$ cat src/rtl/ivec_pkg.sv
package ivec_pkg;
  localparam int N_SRC  = 8;
  localparam int RANK_W = $clog2(N_SRC);
  localparam int N_MASK = N_SRC - 2;
  typedef logic [RANK_W-1:0] rank_t;
endpackage

$ cat src/rtl/ivec_sync.sv
module ivec_sync #(
  parameter int W      = 1,
  parameter int STAGES = 2
) (
  input  logic         clk,
  input  logic         rst_n,
  input  logic [W-1:0] d_i,
  output logic [W-1:0] q_o
);
  logic [W-1:0] stg [STAGES];

  always_ff @(posedge clk or negedge rst_n) begin
    if (!rst_n) begin
      for (int i = 0; i < STAGES; i++) stg[i] <= '0;
    end else begin
      stg[0] <= d_i;
      for (int i = 1; i < STAGES; i++) stg[i] <= stg[i-1];
    end
  end

  assign q_o = stg[STAGES-1];
endmodule

$ cat src/rtl/ivec_edge_latch.sv
module ivec_edge_latch (
  input  logic clk,
  input  logic rst_n,
  input  logic lvl_i,
  input  logic clr_i,
  output logic pend_o
);
  logic prev_q;
  logic rise;

  assign rise = lvl_i & ~prev_q;

  always_ff @(posedge clk or negedge rst_n) begin
    if (!rst_n) begin
      prev_q <= 1'b0;
      pend_o <= 1'b0;
    end else begin
      prev_q <= lvl_i;
      pend_o <= (pend_o & ~clr_i) | rise;
    end
  end

  AST_NMI_CLEARED: assert property (@(posedge clk) disable iff (!rst_n)
    (clr_i && !rise) |=> !pend_o);
endmodule

$ cat src/rtl/ivec_prio.sv
module ivec_prio
  import ivec_pkg::*;
#(
  parameter int N = N_SRC
) (
  input  logic         clk,
  input  logic         rst_n,
  input  logic [N-1:0] req_i,
  output logic         valid_o,
  output rank_t        rank_o
);
  always_comb begin
    valid_o = 1'b0;
    rank_o  = '0;
    for (int i = N - 1; i >= 0; i--) begin
      if (req_i[i]) begin
        valid_o = 1'b1;
        rank_o  = rank_t'(i);
      end
    end
  end

  AST_LOWEST_WINS: assert property (@(posedge clk) disable iff (!rst_n)
    valid_o |-> (req_i[rank_o] && ((req_i & ((N'(1) << rank_o) - N'(1))) == '0)));
  AST_ANY_WINS: assert property (@(posedge clk) disable iff (!rst_n)
    (req_i != '0) |-> valid_o);
endmodule

$ cat src/rtl/ivec_arbiter.sv
module ivec_arbiter
  import ivec_pkg::*;
#(
  parameter logic [15:0] VEC_TOP     = 16'hFFFF,
  parameter int          N_PINS      = 5,
  parameter int          SYNC_STAGES = 2
) (
  input  logic              clk,
  input  logic              rst_n,
  input  logic              rst_src_i,
  input  logic              nmi_i,
  input  logic [N_PINS-1:0] ext_pin_i,
  input  logic              tmr_ovf_i,
  input  logic              ser_done_i,
  input  logic [N_MASK-1:0] irq_mask_i,
  input  logic              gie_i,
  input  logic              ack_i,
  output logic              irq_o,
  output logic [RANK_W-1:0] rank_o,
  output logic [15:0]       vec_hi_o,
  output logic [15:0]       vec_lo_o
);
  localparam int SW = N_PINS + 2;

  logic [SW-1:0]     sync_q;
  logic              rst_s, nmi_s;
  logic [N_PINS-1:0] pin_s;
  logic              nmi_pend, nmi_clr;
  logic [N_MASK-1:0] lvl_raw, lvl_en;
  logic [N_SRC-1:0]  req;
  logic              win_v;
  rank_t             win_r;
  logic [15:0]       win_hi;

  ivec_sync #(.W(SW), .STAGES(SYNC_STAGES)) u_sync (
    .clk(clk), .rst_n(rst_n),
    .d_i({rst_src_i, nmi_i, ext_pin_i}),
    .q_o(sync_q)
  );
  assign {rst_s, nmi_s, pin_s} = sync_q;

  assign nmi_clr = ack_i & irq_o & (rank_o == RANK_W'(1));

  ivec_edge_latch u_nmi (
    .clk(clk), .rst_n(rst_n),
    .lvl_i(nmi_s), .clr_i(nmi_clr), .pend_o(nmi_pend)
  );

  // maskable level sources, index k-2 for rank k
  assign lvl_raw = {pin_s[4], ser_done_i | pin_s[3], tmr_ovf_i, pin_s[2:0]};
  assign lvl_en  = lvl_raw & irq_mask_i & {N_MASK{gie_i}};
  assign req     = {lvl_en, nmi_pend, rst_s};

  ivec_prio #(.N(N_SRC)) u_prio (
    .clk(clk), .rst_n(rst_n), .req_i(req), .valid_o(win_v), .rank_o(win_r)
  );

  assign win_hi = VEC_TOP - {12'd0, win_r, 1'b0};

  always_ff @(posedge clk or negedge rst_n) begin
    if (!rst_n) begin
      irq_o    <= 1'b0;
      rank_o   <= '0;
      vec_hi_o <= '0;
      vec_lo_o <= '0;
    end else if (!ack_i) begin
      irq_o    <= win_v;
      rank_o   <= win_v ? win_r : '0;
      vec_hi_o <= win_v ? win_hi : '0;
      vec_lo_o <= win_v ? (win_hi - 16'd1) : '0;
    end
  end

  AST_ACK_FREEZE: assert property (@(posedge clk) disable iff (!rst_n)
    ack_i |=> ($stable(irq_o) && $stable(rank_o) && $stable(vec_hi_o) && $stable(vec_lo_o)));
  AST_IDLE_ZERO: assert property (@(posedge clk) disable iff (!rst_n)
    !irq_o |-> (rank_o == '0 && vec_hi_o == '0 && vec_lo_o == '0));
  AST_RESET_TOP: assert property (@(posedge clk) disable iff (!rst_n)
    (rst_s && !ack_i) |=> (irq_o && rank_o == '0));
  AST_NMI_UNMASKED: assert property (@(posedge clk) disable iff (!rst_n)
    (nmi_pend && !rst_s && !ack_i) |=> (irq_o && rank_o == RANK_W'(1)));
  AST_GIE_OFF: assert property (@(posedge clk) disable iff (!rst_n)
    (!gie_i && !rst_s && !nmi_pend && !ack_i) |=> !irq_o);
endmodule

$ cat config.mk
export PLATFORM = sky130hd
export DESIGN_NAME = ivec_arbiter
export DESIGN_NICKNAME = d
export VERILOG_FILES = /design/src/rtl/ivec_pkg.sv /design/src/rtl/ivec_sync.sv /design/src/rtl/ivec_edge_latch.sv /design/src/rtl/ivec_prio.sv /design/src/rtl/ivec_arbiter.sv
export SDC_FILE = /design/constraint.sdc
export NUM_CORES = 1
export LEC_CHECK = 0
export BUFFER_PORTS_ARGS = -buffer_cell sky130_fd_sc_hd__buf_2
export CORE_MARGIN = 1
export CORE_UTILIZATION = 43
export DETAILED_ROUTE_END_ITERATION = 8
export PLACE_DENSITY = 0.77
export REMOVE_ABC_BUFFERS = 1
export SLEW_MARGIN = 20
export SYNTH_ARGS = -nofsm -noshare
export SYNTH_HDL_FRONTEND = slang
export SYNTH_SLANG_ARGS = --single-unit
export TNS_END_PERCENT = 20
$ cat constraint.sdc
create_clock -name clk -period 1.9 [get_ports clk]
set_input_delay 0.19 -clock clk [delete_from_list [all_inputs] [get_ports clk]]
set_output_delay 0.19 -clock clk [all_outputs]
set_load 0.01 [all_outputs]
### Word level (Yosys, flattened, before mapping)

Cells that the tools add are included.

| storage, ports and cells | value |
|---|---|
| bits of input ports | 19 |
| register bits after elaboration | 52 |
| logic and storage cells | 40 |
| output and inout port bits | 36 |

| cells by class | value |
|---|---|
| muxes and demuxes | 19 |
| equality and inequality tests | 1 |
| $add $sub $neg | 2 |
| bitwise gates (word level) | 10 |

Operators with widths:

| cell | number |
|---|---|
| 2-to-1 mux 16 bit | 2 |
| 2-to-1 mux 3 bit | 9 |
| AND 6 bit | 2 |
| 2-to-1 mux 1 bit | 8 |
| subtractor 6 x 2 -> 7 bit, second input constant | 1 |
| subtractor 1 x 5 -> 6 bit, first input constant | 1 |
| AND 1 bit | 4 |
| equality test 3 x 1 -> 1 bit, second input constant | 1 |
| NOT 1 bit | 2 |
| bitwise OR 1 bit | 2 |

### Depth between registers and ports, before layout

Gate-level depths: netlist of the first run.

| depth | value |
|---|---|
| word-level depth | 14 |
| mapped depth | 4 |
| mapped depth without buffers | 4 |

### Cells and area by module

A second synthesis of the first run with hierarchy kept.

| second synthesis, totals | value |
|---|---|
| cell total of the unflattened synthesis | 102 |
| area total of the unflattened synthesis | 1097.3 um^2 |

Modules (own cells, without submodules):

| module | instances | area an instance (um^2) | sequential area each (um^2) | cells each |
|---|---|---|---|---|
| ivec_arbiter | 1 | 544.3 | 175.2 | 63 |
| ivec_sync | 1 | 402.9 | 350.3 | 21 |
| ivec_prio | 1 | 80.1 | 0.0 | 13 |
| ivec_edge_latch | 1 | 70.1 | 50.0 | 5 |

### Worst setup path after synthesis of the first run

OpenSTA, ideal clock, no wires.

| path | value |
|---|---|
| kind | flip-flop to flip-flop |
| from | register u_sync.stg (netlist bit u_sync.q_o[2]) |
| to | register vec_hi_o[2] |
| stages on the path, launching flop included | 5 |
| setup time | 0.138 ns |
| buffers on the path | 0 |
| clock period less this slack | 1.314 ns |
| data required time | 1.762 ns |
| data arrival time | 1.176 ns |
| path slack | 0.586 ns |
| cells stage by stage | dfrtp_1 > a22o_1 > and2_1 > a2111oi_0 > a21oi_1 |

| between the ends | value |
|---|---|
| word-level cells in the longest chain between the ends | 9 |
| elaborated cells on any way between the ends | 14 |
| those cells by class | 1 x add/sub; 11 x mux; 2 x bitwise |

RTL lines:

| item | RTL line | text |
|---|---|---|
| from (decl) | ivec_sync.sv:10 | `logic [W-1:0] stg [STAGES];` |
| AND 6 bit * (2 in series) | ivec_arbiter.sv:51 | `assign lvl_en = lvl_raw & irq_mask_i & {N_MASK{gie_i}};` |
| 2-to-1 mux 3 bit (5 in series) | ivec_prio.sv:16 | `if (req_i[i]) begin` |
| subtractor 1 x 5 -> 6 bit | ivec_arbiter.sv:58 | `assign win_hi = VEC_TOP - {12'd0, win_r, 1'b0};` |
| 2-to-1 mux 16 bit * | ivec_arbiter.sv:69 | `vec_hi_o <= win_v ? win_hi : '0;` |
| to (signal assigned) | ivec_arbiter.sv:69 |  |
| to (decl) | ivec_arbiter.sv:20 | `output logic [15:0] vec_hi_o,` |

Mark *: on every way between the ends. The rest lies on a longest branch, timed or not.
A chain may end at the register's enable or synchronous reset.

==> impl_metrics.toml, run 1 <==
[synthesis]
synth_top_cell_area_share = 0.552
netlist_instances = 93
synth_area_leaders = "dfrtp_1, buf_4, a22o_1, nand2_1, o21ai_0"
yosysTopAreaCell = "dfrtp_1"
ys_seq_elements = 23
synth.avg_cell_area_um2 = 11.2
ys_types = 26
ys_warn_count = 0
seq_area_frac_synth = 0.552
syn-cell-area_um2 = 1040

[timing]
rsz0062_at_grt = "no"
period_share = 0.740
finalMaxSlewViolations = 0
fmax_ghz = 0.711
fin_skew_ps = 6.02
hold_viol_final = 0
tightest_slew_ps = 521
min_period_ps = 1410
relSlewSlack = 0.653
setup_viol = 0
final.setup.tns_ps = 0

[floorplan]
die_w_um = 51.3
core.rowCount = 17
start_util = 0.463
dieArea_um2 = 2630
io_pins = 55
die_h_um = 51.3
coreArea_um2 = 2250

[routing]
drc = 0
wl_met2_um = 867
vias = 696
top_layer = "met4"
routed-wl-met3_um = 77
via_per_inst = 4.46
wl_met1_um = 684
wl_per_cell_um = 10.5
wirelength_mm = 1.65
detail-route-antenna-nets = 0
firstDrtPassIters = 4
drt-initial-drc-count = 6

[worst_setup_path]
worst_path_largest_cell_delay_ps = 690
r2r_slack_ps = 510
crit_chain = "buf_2"
timing.rr.start = "u_sync.q_o[2]"
cp_max_fo = 27
critPathKind = "reg -> out"
path_buf_inv = 1
r2r_cells = 4
cp-start-kind = "flip-flop"
cpLargestDelayFamily = "flip-flops"
cp_data_arrival_time_ps = 1220
reg2reg_to = "vec_hi_o[2]"
crit_required_ps = 1710
cp_slowest_cell = "dfrtp_1"
worstSetupEndpointType = "primary output"

[layout]
seq_area_um2 = 576
nets = 148
fill_cells = 208
flow.area_growth_from_synthesis_pct = 17.7
drive_gt1_frac = 0.469
final_cell_area_um2 = 1230
n_antenna_cell = 0
multiInputGateArea_um2 = 239

[cts]
clockBufferDepth = 2
insertion_delay_ps = 300
htreeDepth = 1
post_cts_buffers = 0
root_buffer = "clkbuf_4"
cts_tree = "done"
clk_pin_slew_ps = 120
cts.sinks = 23
numCtsBuffers = 3

[power_and_ir_drop]
powerDensity_nw_per_um2 = 791
p_leak_nw = 0.603
ir_drop_mv = 0.632

[min_path]
hold_class = "in -> reg"
worstHoldStart = "ack_i"
holdPathStages = 2
whs_endpoint = "vec_hi_o[2]"

[grt]
grt_pass1_vias = 662
grt_overflow = 0
grt_usage = 0.138
grt_max_degree = 28
antenna_found_initial = 0
grt_pass1_wl_mm = 2.61

[placement]
gp_congestion = 0.834
io_buffers = 53
hpwlAfterDp_mm = 1.21
placedInstanceArea_um2 = 1120

[flow_run]
cap_violations = 0

[status]
outcome = "finished clean"
report_power, final:
part / internal (mW) / switching (mW)
Sequential: 0.524 / 0.0295
Clock: 0.0816 / 0.131
Combinational: 0.0986 / 0.107
Total: 0.704 / 0.267
stage by stage:
stage / instances / hold WS (ps) / total power, mW / utilization / setup WS, ps
2_1_floorplan: 63 / -106 / 0.648 / - / -535
3_3_place_gp: 144 / 165 / 0.755 / 0.498 / 549
3_5_place_dp: 144 / 185 / 0.760 / 0.498 / 518
4_1_cts: 156 / 199 / 0.982 / 0.545 / 450
5_1_grt: 156 / 212 / 1.04 / 0.545 / 346
6_report: 156 / 210 / 0.971 / 0.545 / 493
metal layers:
metal | vias up | GRT usage
met1 | 316 | 0.145
met3 | 2 | 0.0298
met5 | - | 0
met4 | 0 | 0.0676
li1 | 355 | -
met2 | 23 | 0.257
registers in the layout, summed over array words and instances, names as in the netlist:
name          count
u_sync.stg        7
vec_hi_o          4
u_sync.q_o        7
u_nmi.prev_q      1
rank_o            3
u_nmi.pend_o      1
repair_timing:
action,4_1_cts,5_1_grt
hold endpoints to repair,30,0
hold buffers,8,0
resized for setup,0,0
endpoints found under the setup margin,0,0
cell families after synthesis:
family                 Yosys count  share of synthesized area
muxes                            1                     0.0108
DFF                             23                      0.552
other                            1                    0.00359
and+or+nand+nor                 17                     0.0815
buffers and inverters           32                      0.219
AOI/OAI and AO/OA               19                      0.133
layout make-up:
type                            instances  area share
Sequential cell                        23       0.468
Inverter                                2     0.00611
Timing Repair Buffer                   61       0.281
Multi-Input combinational cell         38       0.195
Clock buffer                            4      0.0214
Tap cell                               28      0.0285
Yosys cell counts, drive strengths merged:
master / n
conb: 1
nand3b: 1
nand3: 1
a31o: 1
o21a: 1
a21oi: 1
nand2: 8
o21ai: 5
o31ai: 1
dfrtp: 23
a21boi: 2
a2111oi: 1
and2: 3
mux2: 1
clkbuf: 1
buf: 29
nor2: 2
a311o: 1
a22o: 4
and4b: 1
a31oi: 2
nor3: 1
inv: 2
cells in the final DEF, fill, tap and decap left out, types with 2 or more instances in the layout:
| cell | Yosys | final |
|---|---|---|
| a31oi_1 | 2 | 2 |
| nor2_1 | 2 | 2 |
| buf_2 | 0 | 53 |
| clkbuf_4 | 0 | 3 |
| dfrtp_1 | 23 | 23 |
| and2_1 | 2 | 2 |
| a22o_1 | 4 | 4 |
| nand2_1 | 8 | 8 |
| o21ai_0 | 4 | 4 |
| inv_1 | 2 | 2 |
| dlygate4sd3_1 | 0 | 8 |
worst max path at each step:
stage | from | end | slack (ps) | cells after the start
3_3_place_gp | u_sync.q_o[2] | vec_hi_o[2] | 550 | 4
5_1_grt | vec_hi_o[14] | vec_hi_o[7] | 350 | 1
2_1_floorplan | vec_hi_o[14] | u_nmi.pend_o | -540 | 3
4_1_cts | vec_hi_o[14] | vec_hi_o[7] | 450 | 1
3_5_place_dp | u_sync.q_o[2] | vec_hi_o[2] | 520 | 4
6_report | vec_hi_o[14] | vec_hi_o[7] | 490 | 1
No activity file was read; power rests on OpenSTA's default activity.
==> run 2, diff against run 1 <==
CORE_UTILIZATION = 39   (was 43)
PLACE_DENSITY = 0.74   (was 0.77)
clock period = 1.17 ns   (was 1.9 ns; I/O delays follow)
==> impl_metrics.toml, run 2 (synthesis gave the netlist of run 1 again) <==
[cts]
numCtsBuffers = 3
cts_tree = "done"
insertion_delay_ps = 300
clk_pin_slew_ps = 120
clockBufferDepth = 2
cts.sinks = 23
htreeDepth = 1
root_buffer = "clkbuf_4"

[grt]
grt_pass1_wl_mm = 2.71
grt_overflow = 0
grt_max_degree = 27
grt_pass1_vias = 697
grt_usage = 0.133
antenna_found_initial = 0

[placement]
placed_cells = 151
io_buffers = 53
gp_congestion = 0.866
post-place-ws_ps = -277
hpwlAfterDp_mm = 1.36

[flow_run]
cap_violations = 0

[min_path]
hold_class = "in -> reg"

[floorplan]
dieArea_um2 = 2890
start_util = 0.417
die_w_um = 53.7
coreArea_um2 = 2500
io_pins = 55
core.rowCount = 18
die_h_um = 53.7

[timing]
fin_skew_ps = 6.02
min_period_ps = 1350
worst_slack_ps = -181
hold_viol_final = 0
period_share = 1.15
rsz0062_at_grt = "yes"
fmax_ghz = 0.740
finalMaxSlewViolations = 0
worst_hold_slack_ps = 157
setup_viol = 5

[layout]
flow.area_growth_from_synthesis_pct = 26.6
n_antenna_cell = 0
mostFrequentLayoutCells = "buf_2, dfrtp_1, dlygate4sd3_1, nand2_1, buf_4"
multiInputGateArea_um2 = 274
stdcell_count = 164
fill_cells = 234
seq_area_um2 = 577
final_common_cell = "buf_2"
nets = 154
drive_gt1_frac = 0.552

[worst_setup_path]
crit_required_ps = 1370
cp_data_arrival_time_ps = 1550
critPathKind = "reg -> reg"
worst_path_largest_cell_delay_ps = 380
worstSetupEndpointType = "flip-flop"
crit_chain = "o21a_1 -> nand3b_1 -> a311o_1 -> a22o_1"
cp_slowest_cell = "dfrtp_1"
cp-start-kind = "flip-flop"
cp_max_fo = 2

[status]
violations = "negative setup slack"
outcome = "finished with violations"

[routing]
drt-initial-drc-count = 0
vias = 727
drc = 0
via_per_inst = 4.43
wl_per_cell_um = 10.9
detail-route-antenna-nets = 0
wirelength_mm = 1.78
firstDrtPassIters = 1

[power_and_ir_drop]
ir_drop_mv = 0.802
power_mw = 1.64
powerDensity_nw_per_um2 = 1240
p_leak_nw = 0.644
==> run 2: cell count changes in the layout (fill, tap and decap cells not counted), sizes merged <==
cell,previous run,this run
buf,53,59
clkbuf,4,3
clkinv,0,1
==> run 2: repair_timing <==
| action | CTS | global route |
|---|---|---|
| hold buffers | 8 | 0 |
| gates cloned | 0 | 0 |
| endpoints found under the hold margin | 30 | 0 |
| resized for setup | 8 | 4 |
| buffers inserted | 0 | 1 |
| setup endpoints to repair | 7 | 33 |
| pin swaps | 3 | 7 |
==> run 2: path summary, 6_finish.rpt <==
check | from | endpoint | slack [ps] | cells past startpoint
worst max-delay path | u_sync.q_o[3] | vec_hi_o[1] | -180 | 4
worst min-delay path | ack_i | rank_o[0] | 160 | 3
worst max register to register | u_sync.q_o[3] | vec_hi_o[1] | -180 | 4
worst min register to register | u_sync.stg[9] | u_sync.q_o[2] | 360 | 0
max in group asynchronous | rst_n | u_nmi.pend_o | 520 | 2
min in group asynchronous | rst_n | u_sync.stg[8] | 300 | 2
==> run 2: cell type report <==
class | count | area share
clock buffer | 3 | 0.0170
sequential | 23 | 0.437
tap | 30 | 0.0284
multi-input combinational | 38 | 0.207
clock inverter | 1 | 0.00379
timing repair buffer | 67 | 0.301
inverter | 2 | 0.00568
==> run 2: critical path: cells and delay by family, from the launching register on <==
kind | cells | cell delay [ps]
AND/OR/NAND/NOR | 1 | 150
flip-flops | 1 | 380
AO/OA/AOI/OAI | 3 | 720
==> run 2: metal layers <==
metal	vias to the layer above	routed length (um)	global-route usage
met5	-	0	0
met4	0	0	0.0526
met3	0	75	0.0169
met2	18	1080	0.282
met1	343	628	0.123
li1	366	-	-
==> run 2: where the power goes <==
group          switching (mW)  internal [mW]  total, mW
clock                   0.223          0.127      0.350
sequential             0.0368          0.852      0.889
combinational           0.205          0.197      0.402
total                   0.464           1.18       1.64
==> run 2: metrics by stage <==
stage,utilization,TNS (ps),area [um2]
finish,0.529,-398,1320
global route,0.529,-1480,1320
CTS,0.516,-468,1290
detailed placement,0.465,-694,1160
global placement,0.465,-412,1160
floorplan,-,-23270,822
==> run 3, diff against run 2 <==
ABC_AREA = 1   (was not set)
==> impl_metrics.toml, run 3 <==
[status]
outcome = "finished with violations"
violations = "negative setup slack"

[grt]
grt_max_degree = 27
grt_overflow = 0
grt_usage = 0.122
grt_pass1_wl_mm = 2.48
antenna_found_initial = 0
grt_pass1_vias = 673

[worst_setup_path]
cp_max_fo = 3
crit_chain = "inv_1 -> nand2_1 -> nand2_2 -> nand2_2 -> nor2_1 -> nand4_1 -> nor2_1 -> nor2_1 -> nand2_1 -> nand2_1"
cp-start-kind = "flip-flop"
cp_data_arrival_time_ps = 1380
crit_required_ps = 1380
worst_path_largest_cell_delay_ps = 390
cp_slowest_cell = "dfrtp_1"
path_buf_inv = 1
worstSetupEndpointType = "flip-flop"
cpLargestDelayFamily = "simple AND/OR/NAND/NOR gates"
critPathKind = "reg -> reg"

[power_and_ir_drop]
internal-power_mw = 1.14
p_comb_frac = 0.223
powerDensity_nw_per_um2 = 1260
clockPowerShare = 0.220
ir_drop_mv = 0.835
pwr-share-seq = 0.557
p_leak_nw = 0.685
switching_share = 0.280
p_switching_mw = 0.442

[routing]
detail-route-antenna-nets = 0
wirelength_mm = 1.56
drt-initial-drc-count = 5
via_per_inst = 4.53
drc = 0
wl_per_cell_um = 8.98
vias = 788
firstDrtPassIters = 4

[layout]
mostFrequentLayoutCells = "buf_2, dfrtp_1, nand2_1, inv_1, dlygate4sd3_1"
stdcell_count = 174
final_common_cell = "buf_2"
n_antenna_cell = 0
flow.area_growth_from_synthesis_pct = 21.3
final_util = 0.502
nets = 164
drive_gt1_frac = 0.431

[floorplan]
core.rowCount = 18
coreArea_um2 = 2500
dieArea_um2 = 2860
die_h_um = 53.5
start_util = 0.413
die_w_um = 53.5
io_pins = 55

[synthesis]
synthFlopType = "dfrtp_1"
netlist_instances = 107
seq_area_frac_synth = 0.557
ys_warn_count = 0
synth_area_leaders = "dfrtp_1, buf_4, nand2_1, nand3_1, inv_1"
ys_seq_elements = 23
synth_most_common_cell = "buf_4"
async_flop_share = 1.00
synth_common_cells = "buf_4, dfrtp_1, nand2_1, inv_1, nand3_1"
synth_top_cell_area_share = 0.557
synth-edff-count = 0
synth.avg_cell_area_um2 = 9.66
ys_types = 15
syn-cell-area_um2 = 1030
yosysTopAreaCell = "dfrtp_1"

[cts]
insertion_delay_ps = 300
root_buffer = "clkbuf_4"
numCtsBuffers = 3
cts_tree = "done"
cts.sinks = 23
htreeDepth = 1
clockBufferDepth = 2
clk_pin_slew_ps = 120

[timing]
period_share = 1.00
fmax_ghz = 0.851
min_period_ps = 1170
setup_viol = 1
hold_viol_final = 0
fin_skew_ps = 3.47
worst_slack_ps = -4.64
rsz0062_at_grt = "yes"
final.setup.tns_ps = -4.64
finalMaxSlewViolations = 0

[placement]
placed_cells = 161
io_buffers = 53
post-place-ws_ps = 12.7
gp_congestion = 0.794
hpwlAfterDp_mm = 1.21

[flow_run]
cap_violations = 0

[min_path]
hold_class = "in -> reg"
[run 3: cell types whose count changed after synthesis, moves of 2 or more]
cell and delta:
nand2_1 +14, and2_1 -2, nand3_1 +5, a22o_1 -4, a31oi_1 -2, inv_1 +6
nor2_1 +3, nor4_1 +2
[run 3: tightest hold or removal path: stages]
cell and delay (ps):
buf_2 150, nand2_1 70, nand2_1 40
[run 3: what timing repair did]
item,4_1_cts,5_1_grt
buffers inserted,0,1
hold buffers,8,0
resized for setup,1,5
pin swaps,0,0
hold endpoints to repair,30,0
setup endpoints to repair,27,31
[run 3: area by class of cell]
cell class	instances	area, um2
Timing Repair Buffer	63	373
Clock buffer	3	22.5
Inverter	9	33.8
Fill cell	226	1250
Multi-Input combinational cell	45	206
Tap cell	30	37.5
Clock inverter	1	5.00
Sequential cell	23	576
[run 3: final timing paths]
check                                from             to  slack (ps)  cells past startpoint
setup / recovery            u_sync.q_o[3]    vec_hi_o[1]          -5                     10
hold reg to reg            u_sync.stg[12]  u_sync.q_o[5]         360                      0
hold / removal                      ack_i    vec_hi_o[2]         100                      3
max in group asynchronous           rst_n    vec_hi_o[3]         540                      2
min in group asynchronous           rst_n  u_sync.stg[8]         290                      2
setup reg to reg            u_sync.q_o[3]    vec_hi_o[1]          -5                     10
[run 3: kinds of logic (layout without fill, tap and decap cells)]
group	count (synthesis)	count (layout)	share of synthesized area
DFF	23	23	0.557
other	1	1	0.00363
and+or+nand+nor	37	37	0.151
buffers and inverters	39	76	0.251
AOI/OAI and AO/OA	7	7	0.0375
[run 3: through the flow]
stage / instance area, um2 / total power, mW / hold slack [ps]
floorplan: 808 / 1.04 / -179
global placement: 1120 / 1.21 / 93.9
detailed placement: 1120 / 1.21 / 106
CTS: 1230 / 1.59 / 93.3
global route: 1250 / 1.69 / 89.1
finish: 1250 / 1.58 / 103
[run 3: metal layers]
layer / global-route usage / routed length (um) / vias to the layer above
met5: 0 / 0 / -
met4: 0.0526 / 8 / 0
met3: 0.0172 / 114 / 2
met2: 0.242 / 786 / 47
met1: 0.123 / 654 / 360
li1: - / - / 379
[run 3: power groups by stage]
stage                     combinational, mW  clock, mW  sequential (mW)
after floorplan                      0.0703          0            0.967
after global placement                0.317          0            0.890
after detailed placement              0.320          0            0.894
after CTS                             0.343      0.366            0.879
after global routing                  0.406      0.396            0.889
final                                 0.352      0.347            0.879
